[src/rtl/pcnt_pkg.sv]
package pcnt_pkg;
   localparam int NUM_CH = 2;

   typedef enum logic {
      POL_RISE = 1'b0,
      POL_FALL = 1'b1
   } edge_pol_e;
endpackage

[src/rtl/pcnt_front.sv]
module pcnt_front #(
   parameter int PIN_PER_CH  = 2,
   parameter int SYNC_STAGES = 2,
   localparam int SEL_W = (PIN_PER_CH > 1) ? $clog2(PIN_PER_CH) : 1
) (
   input  logic                  clk,
   input  logic                  rst_n,
   input  logic                  sample_tick,
   input  logic [PIN_PER_CH-1:0] pins,
   input  logic [SEL_W-1:0]      sel,
   input  logic                  fall,
   input  logic                  deb_en,
   output logic                  edge_pulse
);
   import pcnt_pkg::*;

   generate
      if (SYNC_STAGES < 2) begin : g_bad_sync
         $error("pcnt_front: SYNC_STAGES must be at least 2");
      end
   endgenerate

   logic                   raw_pin;
   logic [SYNC_STAGES-1:0] sync_q;
   logic                   samp_q;
   logic                   deb_q;
   logic                   level;
   logic                   level_q;

   assign raw_pin = pins[sel];

   always_ff @(posedge clk or negedge rst_n) begin
      if (!rst_n) sync_q <= '0;
      else        sync_q <= {sync_q[SYNC_STAGES-2:0], raw_pin};
   end

   // Debounce: accept a level only when two successive strobes agree.
   always_ff @(posedge clk or negedge rst_n) begin
      if (!rst_n) begin
         samp_q <= 1'b0;
         deb_q  <= 1'b0;
      end else if (sample_tick) begin
         samp_q <= sync_q[SYNC_STAGES-1];
         if (samp_q == sync_q[SYNC_STAGES-1]) deb_q <= samp_q;
      end
   end

   assign level = deb_en ? deb_q : sync_q[SYNC_STAGES-1];

   always_ff @(posedge clk or negedge rst_n) begin
      if (!rst_n) level_q <= 1'b0;
      else        level_q <= level;
   end

   always_comb begin
      if (edge_pol_e'(fall) == POL_FALL) edge_pulse = level_q & ~level;
      else                               edge_pulse = level & ~level_q;
   end

   // the filtered level moves only on a sample strobe
   assert_deb_hold_R10: assert property (@(posedge clk) disable iff (!rst_n)
      !sample_tick |=> $stable(deb_q));
endmodule

[src/rtl/pcnt_core.sv]
module pcnt_core #(
   parameter int CNT_W = 16
) (
   input  logic             clk,
   input  logic             rst_n,
   input  logic             inc,
   input  logic             clr,
   input  logic [CNT_W-1:0] ref_val,
   output logic [CNT_W-1:0] cnt,
   output logic [CNT_W-1:0] cnt_nxt,
   output logic             wrap,
   output logic             hit
);
   localparam logic [CNT_W-1:0] CNT_MAX = '1;

   always_comb begin
      if (clr)      cnt_nxt = '0;
      else if (inc) cnt_nxt = cnt + 1'b1;
      else          cnt_nxt = cnt;
   end

   assign wrap = inc & ~clr & (cnt == CNT_MAX);
   assign hit  = inc & ~clr & (cnt_nxt == ref_val);

   always_ff @(posedge clk or negedge rst_n) begin
      if (!rst_n) cnt <= '0;
      else        cnt <= cnt_nxt;
   end

   assert_wrap_zero_R4: assert property (@(posedge clk) disable iff (!rst_n)
      (inc && !clr && cnt == CNT_MAX) |=> (cnt == '0));
   assert_clear_zero_R7: assert property (@(posedge clk) disable iff (!rst_n)
      clr |=> (cnt == '0));
   assert_idle_hold_R2: assert property (@(posedge clk) disable iff (!rst_n)
      (!inc && !clr) |=> $stable(cnt));
endmodule

[src/rtl/pulse_counter_pair.sv]
module pulse_counter_pair #(
   parameter int CNT_W       = 16,
   parameter int PIN_PER_CH  = 2,
   parameter int SYNC_STAGES = 2,
   localparam int NCH   = pcnt_pkg::NUM_CH,
   localparam int SEL_W = (PIN_PER_CH > 1) ? $clog2(PIN_PER_CH) : 1
) (
   input  logic                      clk,
   input  logic                      rst_n,
   input  logic                      sample_tick,
   input  logic [NCH*PIN_PER_CH-1:0] pin_in,
   input  logic [NCH*SEL_W-1:0]      pin_sel,
   input  logic [NCH-1:0]            edge_fall,
   input  logic [NCH-1:0]            deb_en,
   input  logic [NCH*CNT_W-1:0]      ref_val,
   input  logic                      cascade_en,
   input  logic [NCH-1:0]            cnt_clr,
   input  logic [NCH-1:0]            flag_clr,
   output logic [NCH*CNT_W-1:0]      count_out,
   output logic [NCH-1:0]            match_flag
);
   generate
      if (CNT_W < 2) begin : g_bad_width
         $error("pulse_counter_pair: CNT_W must be at least 2");
      end
      if (PIN_PER_CH < 1) begin : g_bad_pins
         $error("pulse_counter_pair: PIN_PER_CH must be at least 1");
      end
   endgenerate

   logic [NCH-1:0]       edge_v;
   logic [NCH-1:0]       inc_v;
   logic [NCH-1:0]       wrap_v;
   logic [NCH-1:0]       hit_v;
   logic [NCH-1:0]       set_v;
   logic [NCH*CNT_W-1:0] nxt_v;
   logic                 wide_hit;

   generate
      for (genvar g = 0; g < NCH; g++) begin : g_ch
         pcnt_front #(
            .PIN_PER_CH (PIN_PER_CH),
            .SYNC_STAGES(SYNC_STAGES)
         ) u_front (
            .clk        (clk),
            .rst_n      (rst_n),
            .sample_tick(sample_tick),
            .pins       (pin_in[g*PIN_PER_CH +: PIN_PER_CH]),
            .sel        (pin_sel[g*SEL_W +: SEL_W]),
            .fall       (edge_fall[g]),
            .deb_en     (deb_en[g]),
            .edge_pulse (edge_v[g])
         );

         pcnt_core #(.CNT_W(CNT_W)) u_core (
            .clk    (clk),
            .rst_n  (rst_n),
            .inc    (inc_v[g]),
            .clr    (cnt_clr[g]),
            .ref_val(ref_val[g*CNT_W +: CNT_W]),
            .cnt    (count_out[g*CNT_W +: CNT_W]),
            .cnt_nxt(nxt_v[g*CNT_W +: CNT_W]),
            .wrap   (wrap_v[g]),
            .hit    (hit_v[g])
         );

         always_ff @(posedge clk or negedge rst_n) begin
            if (!rst_n)           match_flag[g] <= 1'b0;
            else if (set_v[g])    match_flag[g] <= 1'b1;
            else if (flag_clr[g]) match_flag[g] <= 1'b0;
         end

         assert_flag_sticky_R6: assert property (@(posedge clk) disable iff (!rst_n)
            (match_flag[g] && !flag_clr[g]) |=> match_flag[g]);
      end
   endgenerate

   // Cascade: high half is fed by the low half's carry-out.
   assign inc_v[0] = edge_v[0];
   assign inc_v[1] = cascade_en ? wrap_v[0] : edge_v[1];

   assign wide_hit = inc_v[0] & ~cnt_clr[0] & (nxt_v == ref_val);

   assign set_v[0] = cascade_en ? wide_hit : hit_v[0];
   assign set_v[1] = cascade_en ? 1'b0     : hit_v[1];

   assert_casc_quiet_R9: assert property (@(posedge clk) disable iff (!rst_n)
      (cascade_en && !match_flag[1]) |=> !match_flag[1]);
   assert_casc_carry_R8: assert property (@(posedge clk) disable iff (!rst_n)
      (cascade_en && !cnt_clr[1] && !cnt_clr[0] && count_out[CNT_W-1:0] != '0)
      |=> $stable(count_out[2*CNT_W-1:CNT_W]) || (count_out[CNT_W-1:0] == '0));
endmodule

[config.mk]
export PLATFORM = sky130hd
export DESIGN_NAME = pulse_counter_pair
export DESIGN_NICKNAME = d
export VERILOG_FILES = /design/src/rtl/pcnt_pkg.sv /design/src/rtl/pcnt_front.sv /design/src/rtl/pcnt_core.sv /design/src/rtl/pulse_counter_pair.sv
export SDC_FILE = /design/constraint.sdc
export NUM_CORES = 1
export LEC_CHECK = 0
export BUFFER_PORTS_ARGS = -buffer_cell sky130_fd_sc_hd__buf_4
export CORE_MARGIN = 4
export CORE_UTILIZATION = 50
export CTS_BUF_LIST = sky130_fd_sc_hd__clkbuf_16
export DETAILED_ROUTE_END_ITERATION = 12
export PLACE_DENSITY = 0.83
export SETUP_SLACK_MARGIN = 0.3
export SLEW_MARGIN = 5
export SYNTH_ARGS = -nofsm -noshare
export SYNTH_HDL_FRONTEND = slang
export SYNTH_HIERARCHICAL = 1
export SYNTH_SLANG_ARGS = --single-unit
[constraint.sdc]
create_clock -name clk -period 5.01 [get_ports clk]
set_clock_uncertainty 0.1 [all_clocks]
set_input_delay 0.501 -clock clk [delete_from_list [all_inputs] [get_ports clk]]
set_output_delay 0.501 -clock clk [all_outputs]
set_load 0.01 [all_outputs]
==> results of run 1 <==
power breakdown:
group          internal (mW)  switching, mW
Combinational         0.0779         0.0696
Clock                  0.181          0.133
Sequential             0.370         0.0154
state kept, by name, indices dropped and copies added, names as in the netlist:
name                  count
g_ch.u_front/sync_q       4
match_flag                2
g_ch.u_front/deb_q        2
g_ch.u_core/cnt          32
g_ch.u_front/level_q      2
g_ch.u_front/samp_q       2
worst min path at each step:
stage | startpoint | endpoint | slack [ns] | cells past startpoint
after floorplan | rst_n | g_ch[0].u_core/cnt[0]$_DFF_PN0_ | 0.11 | 0
after global placement | g_ch[1].u_front/sync_q[0]$_DFF_PN0_ | g_ch[1].u_front/sync_q[1]$_DFF_PN0_ | 0.23 | 0
after detailed placement | g_ch[0].u_front/sync_q[0]$_DFF_PN0_ | g_ch[0].u_front/sync_q[1]$_DFF_PN0_ | 0.24 | 0
after CTS | rst_n | g_ch[1].u_front/deb_q$_DFFE_PN0P_ | 0.14 | 1
after global routing | rst_n | g_ch[1].u_front/deb_q$_DFFE_PN0P_ | 0.17 | 1
final | rst_n | g_ch[0].u_front/deb_q$_DFFE_PN0P_ | 0.11 | 1
routing by layer:
metal	part of all wire, %	track usage, %	up-vias
li1	-	-	1267
met1	41	30.1	1255
met2	49	36.7	105
met3	7.7	5.19	16
met4	2.1	9.21	0
met5	0	0	-
area by class of cell:
| cell class | instances | area (µm²) |
|---|---|---|
| flip-flops and latches | 44 | 1100 |
| multi-input cells | 246 | 1840 |
| repair buffers | 84 | 631 |
| clock inverters | 2 | 12.5 |
| inverters | 11 | 41.3 |
| fillers | 493 | 2080 |
| clock buffers | 5 | 125 |
| well taps | 75 | 93.8 |
placed cells by master, fill, tap and decap left out, drive strengths merged, types with 14 or more instances in the layout:
| cell type | count |
|---|---|
| xnor2 | 37 |
| mux2 | 21 |
| nand4 | 18 |
| nand2 | 15 |
| buf | 84 |
| dfrtp | 44 |
| nor2b | 14 |
| xor2 | 29 |
| nor2 | 20 |
| nor4 | 16 |
worst max-delay path: cells and delay by family, from the launching register on:
family / cells / cell delay, ns
mux: 3 / 0.77
buf+inv: 1 / 0.06
flops: 1 / 0.40
simple gates: 6 / 1.93
xor+xnor: 1 / 0.11
compound gates: 3 / 0.88
per-stage QoR:
step	instances	setup slack [ns]	cell area [µm²]	hold slack (ns)	util, %
final	467	0.679	3840	0.114	64.9
after global routing	467	0.466	3840	0.170	64.9
after CTS	467	0.702	3840	0.135	64.9
after detailed placement	460	0.467	3710	0.236	62.6
after global placement	460	0.645	3710	0.235	62.6
after floorplan	307	0.870	3050	0.105	-
==> impl_metrics.csv, run 1 <==
group,metric,value,unit
run_status,status,"finished clean",
timing,finalHoldViolCount,0,
worst_setup_path,endpoint,"match_flag[1]$_DFFE_PN0P_",
worst_setup_path,critPathArrivalTime,4.43,ns
worst_setup_path,crit_path_cell_trace,"mux2_4 > mux2i_1 > nand4_1 > nor3_1 > and4_1 > mux2_2 > nand4_1 > or4_1 > a21oi_1 > xor2_1 > a2111o_1 > nor4_2 > inv_1 > o22ai_1",
cts,cts_root_buffer,"clkbuf_16",
cts,numCtsBuffers,5,
timing,fmax,0.231,GHz
cts,htreeDepth,2,
power,total_power,846,µW
logic_synthesis,avgSynthCellArea,9.93,µm²
detailed_routing,wl_per_cell,17.1,µm
timing,fin_crit_sh,86.4,%
grt,overflow,0,
logic_synthesis,syn-instance-count,307,
floorplanning,die_h,86.1,µm
cts,numClockSinks,44,
placement,place_congestion,0.917,
timing,fin_setup_tns,0,ns
worst_setup_path,rrSetupSlack,0.68,ns
floorplanning,start_util,51.5,%
layout,fin_nets,444,
worst_setup_path,critPathLaunch,"g_ch[0].u_front/deb_q$_DFFE_PN0P_",
power,ir_drop,158,µV
placement,dp_hpwl,6270,µm
floorplanning,ioPinCount,84,
cts,cts_tree,"done",
cts,path_clk_slew,0.06,ns
worst_setup_path,worstSetupEndpointType,"flip-flop",
worst_setup_path,crit_path_top_delay_cell,"or4_1",
detailed_routing,postRouteAntennaNets,0,
timing,setup_viol,0,
worst_setup_path,r2r_start,"g_ch[0].u_front/deb_q$_DFFE_PN0P_",
worst_setup_path,cp_common_cell,"nand4_1",
detailed_routing,vias,2643,
detailed_routing,vias_per_cell,5.66,
layout,drive_above_1_share,31.6,%
worst_setup_path,required,5.11,ns
worst_setup_path,rr_endpoint,"match_flag[1]$_DFFE_PN0P_",
detailed_routing,totalWireLength,7960,µm
placement,port-buffer-count,83,
power,p_per_area,220,nW/µm²
cts,postCtsSetupBuffers,0,
worst_setup_path,r2r_cells,14,
worst_setup_path,crit_fanout,9,
detailed_routing,post-route-drc-count,0,
timing,worstMarginPinSlew,0.572,ns
floorplanning,num_rows,28,
timing,final_max_slew_viol_count,0,
worst_hold_path,hp-class,"in2async",
grt,grt_pass1_vias,2719,
cts,clock_path_buffers,2,
job,cap_viol_max_count,0,
timing,slew_headroom,61.9,%
grt,grt_max_degree,45,
cts,post_cts_resized,0,
cts,ctsHoldBuffers,0,
layout,area_growth,26.1,%
grt,grt_pass1_wl,13300,µm
layout,antenna_cells,0,
logic_synthesis,synth_area,3050,µm²
detailed_routing,firstDrtPassIters,4,
worst_setup_path,cp-start-kind,"flip-flop",
floorplanning,fp.coreArea,5920,µm²
timing,rsz0062_at_grt,"no",
power,p_leak,1.72,nW
timing,fin_crit,4.33,ns
logic_synthesis,synth.net_count,359,
floorplanning,die_area,7410,µm²
floorplanning,die_w,86.1,µm
grt,grt_usage,23.0,%
grt,antenna_found_initial,0,
worst_setup_path,crit_path_max_incr_delay,0.59,ns
logic_synthesis,ys_warn_count,6,
cts,clock_latency,0.28,ns
worst_setup_path,critPathKind,"reg2reg",
detailed_routing,initialDrtViolationCount,148,
No activity file was read; power rests on OpenSTA's default activity.
==> run 2, diff against run 1 <==
--- a/config.mk
+++ b/config.mk
@@ -8,7 +8,7 @@
 export BUFFER_PORTS_ARGS = -buffer_cell sky130_fd_sc_hd__buf_4
 export CORE_MARGIN = 4
 export CORE_UTILIZATION = 50
-export CTS_BUF_LIST = sky130_fd_sc_hd__clkbuf_16
+export CTS_BUF_LIST = sky130_fd_sc_hd__clkbuf_8 sky130_fd_sc_hd__clkbuf_16
 export DETAILED_ROUTE_END_ITERATION = 12
 export PLACE_DENSITY = 0.83
 export SETUP_SLACK_MARGIN = 0.3
==> impl_metrics.csv, run 2 (same netlist as run 1, synthesis figures left out) <==
group,metric,value,unit
grt,antenna_found_initial,0,
timing,finalHoldViolCount,0,
worst_hold_path,hp-class,"in2async",
worst_setup_path,rrSetupSlack,0.65,ns
floorplanning,start_util,51.5,%
grt,grt_max_degree,45,
cts,htreeDepth,2,
worst_setup_path,cp_common_cell,"nand4_1",
worst_setup_path,crit_path_top_delay_cell,"or4_1",
detailed_routing,totalWireLength,7980,µm
layout,area_growth,24.2,%
worst_setup_path,r2r_cells,14,
detailed_routing,post-route-drc-count,0,
cts,numCtsBuffers,5,
worst_setup_path,crit_path_cell_trace,"mux2_4 > mux2i_1 > nand4_1 > nor3_1 > and4_1 > mux2_2 > nand4_1 > or4_1 > a21oi_1 > xor2_1 > a2111o_1 > nor4_2 > inv_1 > o22ai_1",
timing,final_max_slew_viol_count,0,
power,total_power,749,µW
floorplanning,die_w,86.1,µm
worst_setup_path,rr_endpoint,"match_flag[1]$_DFFE_PN0P_",
layout,multi_input_area,1840,µm²
layout,fin_nets,444,
worst_setup_path,critical_path_cell_count,14,
layout,antenna_cells,0,
worst_setup_path,required,5.13,ns
timing,worstMarginPinSlew,0.578,ns
timing,slew_headroom,61.4,%
timing,fin_setup_tns,0,ns
detailed_routing,postRouteAntennaNets,0,
worst_setup_path,cp-start-kind,"flip-flop",
detailed_routing,vias_per_cell,5.66,
layout,top_regs,"g_ch.u_core/cnt: 32 flops, g_ch.u_front/sync_q: 4 flops",
cts,clock_latency,0.30,ns
timing,setup_viol,0,
layout,layout_commonest_cell,"buf_4",
detailed_routing,wl_per_cell,17.1,µm
floorplanning,die_area,7410,µm²
grt,grt_usage,22.6,%
job,cap_viol_max_count,0,
floorplanning,ioPinCount,84,
cts,path_clk_slew,0.08,ns
layout,filler_cell_count,507,
layout,fin_area,3790,µm²
floorplanning,num_rows,28,
placement,place_area,3710,µm²
timing,fmax,0.230,GHz
worst_setup_path,crit_fanout,9,
timing,fin_crit,4.36,ns
worst_setup_path,critPathArrivalTime,4.48,ns
layout,seq_area,1100,µm²
grt,grt_pass1_wl,13200,µm
power,p_per_area,198,nW/µm²
power,p_leak,1.70,nW
cts,cts_root_buffer,"clkbuf_8",
worst_setup_path,cp_top_family,"simple AND/OR/NAND/NOR gates",
timing,fin_crit_sh,87.0,%
cts,cts_tree,"done",
detailed_routing,firstDrtPassIters,4,
power,ir_drop,153,µV
layout,layout_common_cells,"buf_4 (84), dfrtp_1 (44), xnor2_1 (37)",
worst_setup_path,critPathLaunch,"g_ch[0].u_front/deb_q$_DFFE_PN0P_",
grt,grt_pass1_vias,2712,
worst_setup_path,endpoint,"match_flag[1]$_DFFE_PN0P_",
worst_setup_path,worstSetupEndpointType,"flip-flop",
worst_setup_path,crit_path_max_incr_delay,0.59,ns
floorplanning,die_h,86.1,µm
cts,clock_path_buffers,2,
run_status,status,"finished clean",
layout,largest_reg_flops,32,
placement,place_congestion,0.917,
grt,overflow,0,
placement,port-buffer-count,83,
floorplanning,fp.coreArea,5920,µm²
worst_setup_path,r2r_start,"g_ch[0].u_front/deb_q$_DFFE_PN0P_",
cts,post_cts_resized,0,
worst_setup_path,critPathKind,"reg2reg",
layout,stdcell_count,467,
layout,drive_above_1_share,31.6,%
worst_setup_path,path_buf_inv,1,
detailed_routing,vias,2641,
detailed_routing,initialDrtViolationCount,149,
cts,ctsHoldBuffers,0,
cts,numClockSinks,44,
timing,rsz0062_at_grt,"no",
placement,dp_hpwl,6270,µm
cts,postCtsSetupBuffers,0,
layout,regMostFlops,"g_ch.u_core/cnt",
placement,place_inst,460,
-- run 2: cell count changes in the layout (fill, tap and decap cells not counted) --
cell	delta
clkbuf_16	-5
clkbuf_8	+5
-- run 2: power breakdown --
part	total [mW]	switching (mW)	leakage [nW]	internal (mW)
clock	0.218	0.123	0.0400	0.0946
combinational	0.147	0.0695	1.07	0.0779
sequential	0.384	0.0152	0.587	0.369
-- run 2: per-stage QoR --
stage	setup WS (ns)	hold slack (ns)	utilization, %
finish	0.654	0.0917	64.0
global route	0.456	0.134	64.0
CTS	0.696	0.111	64.0
detailed placement	0.467	0.236	62.6
global placement	0.645	0.235	62.6
floorplan	0.870	0.105	-
-- run 2: layout make-up --
type | instances | area share (%)
clock buffers | 5 | 1.82
inverters | 11 | 1.09
well taps | 75 | 2.48
repair buffers | 84 | 16.7
clock inverters | 2 | 0.330
flip-flops and latches | 44 | 29.1
multi-input cells | 246 | 48.6
-- run 2: routing by layer --
layer	up-vias	share of wire [%]	global-route usage, %
li1	1264	-	-
met5	-	0	0
met2	101	48	36.4
met4	0	2.7	9.06
met3	20	6.8	4.61
met1	1256	42	29.6
-- run 2: how the worst min path moves through the flow --
| stage | to | cells after the start |
|---|---|---|
| 6_report | g_ch[1].u_front/deb_q$_DFFE_PN0P_ | 1 |
| 5_1_grt | g_ch[1].u_front/deb_q$_DFFE_PN0P_ | 1 |
| 4_1_cts | g_ch[1].u_front/deb_q$_DFFE_PN0P_ | 1 |
| 3_5_place_dp | g_ch[0].u_front/sync_q[1]$_DFF_PN0_ | 0 |
| 3_3_place_gp | g_ch[1].u_front/sync_q[1]$_DFF_PN0_ | 0 |
| 2_1_floorplan | g_ch[0].u_core/cnt[0]$_DFF_PN0_ | 0 |
